File: src/rtl/hiccup_supervisor.sv
module hiccup_supervisor #(
  parameter int CODE_W     = 10,
  parameter int REF_CODE   = 320,
  parameter int SS_STEP    = 1,
  parameter int TICK_DIV   = 250,
  parameter int HICCUP_CYC = 37_500_000
) (
  input  logic              clk,
  input  logic              rst_n,
  input  logic              en,
  input  logic              vcc_low,
  input  logic              vin_low,
  input  logic              hot,
  input  logic              ovc,
  input  logic [CODE_W-1:0] fb_code,
  output logic [CODE_W-1:0] ss_code,
  output logic [CODE_W-1:0] ref_code,
  output logic              drv_off,
  output logic              comp_clamp,
  output logic              pg_pull_low
);
  localparam int W1       = CODE_W + 1;
  localparam int SC_DELTA = REF_CODE * 5 / 16;
  localparam int PG_ON    = REF_CODE * 37 / 40;
  localparam int PG_OFF   = REF_CODE * 9 / 10;
  localparam int PG_GATE  = 2 * REF_CODE;
  localparam int SS_MAX   = (1 << CODE_W) - 1;
  localparam int TW       = $clog2(HICCUP_CYC + 1);
  localparam int PW       = $clog2(TICK_DIV + 1);

  localparam logic [1:0] ST_SLEEP = 2'd0;
  localparam logic [1:0] ST_RUN   = 2'd1;
  localparam logic [1:0] ST_HIC   = 2'd2;

  logic [4:0]        m1, m2;
  logic [1:0]        state, nxt;
  logic [TW-1:0]     tmr;
  logic [PW-1:0]     pre;
  logic [CODE_W-1:0] ss_nxt, ss_inc;
  logic [W1-1:0]     ss_sum;
  logic              pg_ok, pg_nxt;

  always_ff @(posedge clk or negedge rst_n)
    if (!rst_n) begin
      m1 <= '0;
      m2 <= '0;
    end else begin
      m1 <= {en, ovc, hot, vin_low, vcc_low};
      m2 <= m1;
    end

  wire hold_flt = m2[0] | m2[1] | m2[2];
  wire oc_s     = m2[3];
  wire en_s     = m2[4];
  wire tmr_done = (tmr == TW'(HICCUP_CYC - 1));
  wire tick     = (pre == PW'(TICK_DIV - 1));
  wire sc       = (state == ST_RUN) &&
                  (int'(fb_code) + SC_DELTA < int'(ref_code));

  always_comb begin
    nxt = state;
    case (state)
      ST_SLEEP: nxt = (hold_flt | oc_s) ? ST_HIC : ST_RUN;
      ST_RUN:   if (hold_flt | oc_s | sc) nxt = ST_HIC;
      ST_HIC:   if (tmr_done && !hold_flt) nxt = ST_RUN;
      default:  nxt = ST_SLEEP;
    endcase
    if (!en_s) nxt = ST_SLEEP;
  end

  assign ss_sum = {1'b0, ss_code} + W1'(SS_STEP);
  assign ss_inc = (int'(ss_sum) > SS_MAX) ? CODE_W'(SS_MAX) : ss_sum[CODE_W-1:0];

  always_comb begin
    if (nxt != ST_RUN)                 ss_nxt = '0;
    else if (state == ST_RUN && tick)  ss_nxt = ss_inc;
    else                               ss_nxt = ss_code;
  end

  assign pg_nxt = (nxt == ST_RUN) && (int'(ss_nxt) >= PG_GATE) &&
                  ((int'(fb_code) >= PG_ON) || (pg_ok && int'(fb_code) >= PG_OFF));

  always_ff @(posedge clk or negedge rst_n)
    if (!rst_n) begin
      state   <= ST_SLEEP;
      tmr     <= '0;
      pre     <= '0;
      ss_code <= '0;
      pg_ok   <= 1'b0;
    end else begin
      state   <= nxt;
      ss_code <= ss_nxt;
      pg_ok   <= pg_nxt;
      if (state != ST_HIC)  tmr <= '0;
      else if (!tmr_done)   tmr <= tmr + 1'b1;
      if (state != ST_RUN || tick) pre <= '0;
      else                         pre <= pre + 1'b1;
    end

  assign ref_code    = (int'(ss_code) > REF_CODE) ? CODE_W'(REF_CODE) : ss_code;
  assign drv_off     = (state != ST_RUN);
  assign comp_clamp  = (state != ST_RUN);
  assign pg_pull_low = !pg_ok;
endmodule

File: config.mk
export PLATFORM = sky130hd
export DESIGN_NAME = hiccup_supervisor
export DESIGN_NICKNAME = d
export VERILOG_FILES = /design/src/rtl/hiccup_supervisor.sv
export SDC_FILE = /design/constraint.sdc
export NUM_CORES = 1
export LEC_CHECK = 0
export BUFFER_PORTS_ARGS = -buffer_cell sky130_fd_sc_hd__clkbuf_2
export CORE_UTILIZATION = 34
export CTS_CLUSTER_DIAMETER = 50
export CTS_CLUSTER_SIZE = 14
export DETAILED_ROUTE_END_ITERATION = 10
export PLACE_DENSITY = 0.48
export SYNTH_ARGS = -nofsm -noshare
export SYNTH_HDL_FRONTEND = slang
export SYNTH_SLANG_ARGS = --single-unit
File: constraint.sdc
create_clock -name clk -period 4.25 [get_ports clk]
set_input_delay 0.85 -clock clk [delete_from_list [all_inputs] [get_ports clk]]
set_output_delay 0.85 -clock clk [all_outputs]
set_load 0.02 [all_outputs]
### After elaboration in Yosys (flattened, before gate mapping)

Cells that the tools add are included.

* bits in registers: 57
* input bits: 17
* output and inout bits: 23
* logic and storage cells: 53

* add/sub/neg operators: 4
* order comparisons: 6
* equal/unequal tests: 9
* muxes and demuxes: 12
* bitwise operators: 4
* reductions and logical operators: 11

Operator list (count)
* 26-bit 2-to-1 mux: 2
* 10-bit 2-to-1 mux: 4
* 26-bit by 1-bit adder with 26-bit output, second input constant: 1
* 26-bit equality test, second input constant: 1
* 10-bit by 9-bit greater-or-equal comparator with 1-bit output, second input constant: 2
* 10-bit by 1-bit adder with 11-bit output, second input constant: 1
* 10-bit by 7-bit adder with 11-bit output, second input constant: 1
* 11-bit by 10-bit greater-than comparator with 1-bit output, second input constant: 1
* 11-bit by 10-bit < comparator with 1-bit output: 1
* 10-bit greater-or-equal comparator, second input constant: 1
* 10-bit by 9-bit greater-than comparator with 1-bit output, second input constant: 1
* 8-bit by 1-bit adder with 8-bit output, second input constant: 1
* 8-bit equality test, second input constant: 1
* 2-bit 2-to-1 mux: 4
* 8-bit 2-to-1 mux: 1
* 1-bit logical AND: 6
* 2-bit by 1-bit != test with 1-bit output, second input constant: 3
* 2-bit one-hot mux with 3 select lines: 1
* 2-bit by 1-bit equality test with 1-bit output, second input constant: 2
* 1-bit bitwise OR: 4
* 2-bit equality test, second input constant: 1
* 1-bit zero test: 2
* 2-bit zero test: 1
* 1-bit logical OR: 2
* 2-bit != test, second input constant: 1

### Depth between registers and ports, before layout

* depth after elaboration: 13
* mapped depth: 12
* depth with buffers taken out: 11

### Least setup slack after synthesis

Ideal clock, no wire load.

* kind: input to register
* start point: input fb_code[2]
* end point: register ss_code[0]
* data arrival time: 2.914 ns
* data required time: 4.105 ns
* path slack: 1.191 ns
* stages on the path: 11
* path buffers: 1
* path through: ha_1 -> a211o_1 -> nand2_1 -> xnor2_1 -> ha_1 -> a21o_1 -> a2111oi_0 -> o211ai_1 -> a22oi_2 -> buf_6 -> a211oi_1

* word-level cells in the longest chain between the ends: 9

RTL lines
* start: declaration: line 15 `input logic [CODE_W-1:0] fb_code,`
* 10-bit by 7-bit adder with 11-bit output: line 58 `(int'(fb_code) + SC_DELTA < int'(ref_code));`
* 11-bit by 10-bit < comparator with 1-bit output: line 58
* 1-bit logical AND: line 57 `wire sc = (state == ST_RUN) &&`
* 1-bit bitwise OR: line 64 `ST_RUN: if (hold_flt | oc_s | sc) nxt = ST_HIC;`
* 2-bit 2-to-1 mux: line 64
* 2-bit one-hot mux with 3 select lines: line 62 `case (state)`
* 2-bit 2-to-1 mux: line 68 `if (!en_s) nxt = ST_SLEEP;`
* 2-bit by 1-bit != test with 1-bit output: line 75 `if (nxt != ST_RUN) ss_nxt = '0;`
* 10-bit 2-to-1 mux: line 75
* named net ss_nxt[0]: line 39 `logic [CODE_W-1:0] ss_nxt, ss_inc;`
* end signal: assignment: line 92 `ss_code <= ss_nxt;`
* end: declaration: line 16 `output logic [CODE_W-1:0] ss_code,`

The timed path passes the listed nets, and every way through them passes these cells.
A chain may end at the register's enable or synchronous reset.

### Worst setup path in the final report

* start point: input fb_code[3]
* end point: register ss_code[5]

Same word-level chain as after synthesis.

==> impl_metrics.yaml <==
critical_path:
  crit_end: "ss_code[5]"
  cp_max_fo: 12
  r2r_cells: 9
  rr_startpoint: "ss_code[6]"
  cp.required_ps: 4430
  start_kind: "input port"
  r2r_slack_ps: 1250
  r2r_end: "ss_code[5]"
  cp-end-kind: "register"
  arrival_ps: 3610
  cp-startpoint: "fb_code[3]"
  setup.worst_path.class: "input port to register"
floorplan:
  die_w_um: 100.3
  io_pins: 40
  die_area_um2: 10070
  rows: 35
  start_util: 0.3542
  core_um2: 9284
  die_y_um: 100.3
power_and_ir_drop:
  ir_worst_vdd_mv: 0.1588
  power_density_nw_per_um2: 287.9
  p_leak_nw: 1.656
  power_mw: 1.079
timing:
  rsz0062_at_grt: "false"
  finalCritPeriodShare: 0.8059
  finalHoldViolations: 0
  tightest_slew_ps: 959.3
  fmax_ghz: 0.2920
  slew-limit-headroom: 0.3546
  drv_slew: 0
  period_needed_ps: 3425
  finalSetupViolations: 0
  fin_tns_setup_ps: 0
  fin_skew_ps: 8.082
place:
  dp_hpwl_mm: 5.017
  numPortBuffers: 38
  place.gp.congestion: 0.7988
synth:
  yosys_warnings: 0
  synth_top_family_by_area: "simple AND/OR/NAND/NOR gates"
  async_flop_share: 1.000
  synth-xor-area-share: 0.09323
  muxShareOfSynthArea: 0.006088
  yosys.area_share.simple: 0.2515
  synth_edf_count: 0
  yosysTopAreaCell: "dfrtp_1"
  synthFlopType: "dfrtp_1"
  yosys-top-cells-area: "dfrtp_1 (43%), xor2_1 (6.9%), ha_1 (6.5%)"
  syn_nets: 385
  synth-compound-area-share: 0.1062
  ys_ff_latch: 57
  syn_avg_cell_area_um2: 9.368
  synth_cell_types: 56
  synth_top_area_frac: 0.4338
  synth-adder-area-share: 0.06469
  synth_area_um2: 3288
  synth_seq_area_share: 0.4338
  syn_inst: 351
detailed_routing:
  routed_wl_mm: 7.047
  drc: 0
  ant_nets: 0
  viasPerCell: 4.975
  avgRoutedWirePerCell_um: 13.53
  num_vias: 2592
  drtIter0Drc: 73
  dr.pass1.iters: 4
global_route:
  grt_max_degree: 36
  grt_use_total: 0.1543
  grt_pass1_vias: 2513
  overflow: 0
  grt_pass1_wl_mm: 12.06
  antenna_found_initial: 0
clock_network:
  cts_max_path_buffers: 2
  cts_tree: "done"
  clkSlewWorstSetupHoldPaths_ps: 60
  root_buffer: "clkbuf_8"
  cts_buffers: 9
  cts_resized: 0
  worstSkewPairLatency_ps: 330
  htree_levels: 3
  postCtsSetupBuffers: 0
  cts.sinks: 57
  cts_hold_buf: 0
finish:
  insertedDiodeCount: 0
  syn_to_final_growth_pct: 13.93
  final_util: 0.4035
  fin_nets: 421
  num-fill-cells: 963
  final_cell_mix: "dfrtp_1 (57), nor2_1 (55), clkbuf_2 (38)"
  drive_above_1_share: 0.1633
  final_common_cell: "dfrtp_1"
hold_path:
  holdCritPathClass: "register to register"
run_status:
  status: "finished, final reports clean"
flow_run:
  max_cap_viol_count: 0
## metal layers
metal,track usage,wire length (µm),vias to the layer above
met5,0,0,-
met4,0.06355,103,0
met3,0.03412,229,9
met2,0.2313,3115,30
met1,0.2152,3600,1261
li1,-,-,1292
## power by group
group,switching [mW],internal (mW)
Clock,0.212,0.241
Combinational,0.0426,0.0262
Sequential,0.00607,0.551
Total,0.261,0.818
## cell usage after synthesis, drive strengths merged, types with 6 or more instances
| library cell | n |
|---|---|
| a21oi | 13 |
| and2 | 6 |
| clkbuf | 9 |
| dfrtp | 57 |
| ha | 17 |
| inv | 17 |
| nand2 | 27 |
| nand3 | 16 |
| nand4 | 16 |
| nor2 | 55 |
| o21ai | 8 |
| xnor2 | 9 |
| xor2 | 26 |
## how the worst min path moves through the flow
stage                     cells after the start    end  slack, ps  startpoint
after floorplan                               0  m2[0]        330       m1[0]
after global placement                        0  m2[2]        340       m1[2]
after detailed placement                      0  m2[4]        330       m1[4]
after CTS                                     0  m2[4]        350       m1[4]
after global routing                          0  m2[3]        360       m1[3]
final                                         0  m2[4]        350       m1[4]
## logic make-up after synthesis
kind of cell	after synthesis
buffers and inverters	31
adders and majority gates	17
DFF	57
and+or+nand+nor	161
other	2
xor gates and xnor gates	35
muxes	2
AOI/OAI and AO/OA	46
## metrics by stage
stage | setup WS [ps] | area (µm²) | instances | hold slack [ps]
2_1_floorplan | 1191 | 3288 | 351 | 331.2
3_3_place_gp | 646.7 | 3572 | 505 | 336.7
3_5_place_dp | 476.7 | 3572 | 505 | 334.7
4_1_cts | 826.8 | 3746 | 521 | 349.0
5_1_grt | 614.7 | 3746 | 521 | 356.0
6_report | 824.8 | 3746 | 521 | 347.5
## worst max-delay path, cell delays in order
cell	delay (ps)
clkbuf_2	110
ha_1	220
a211o_1	320
nand2_1	90
xnor2_1	130
ha_1	270
a21o_1	150
a2111oi_0	480
o211ai_1	230
a22oi_2	610
nor4_1	150
## sequential cells by signal, summed over array words and instances (netlist names)
signal / count
m1: 5
m2: 5
pg_ok: 1
pre: 8
ss_code: 10
state: 2
tmr: 26
## area by class of cell
type / count / area, µm² / area share
well taps: 129 / 161.4 / 0.04309
repair buffers: 39 / 197.7 / 0.05277
multi-input cells: 263 / 1723 / 0.4599
flip-flops and latches: 57 / 1426 / 0.3808
clock inverters: 3 / 15.01 / 0.004008
inverters: 17 / 63.81 / 0.01703
clock buffers: 13 / 158.9 / 0.04242
(Power assumes the default switching activity.)
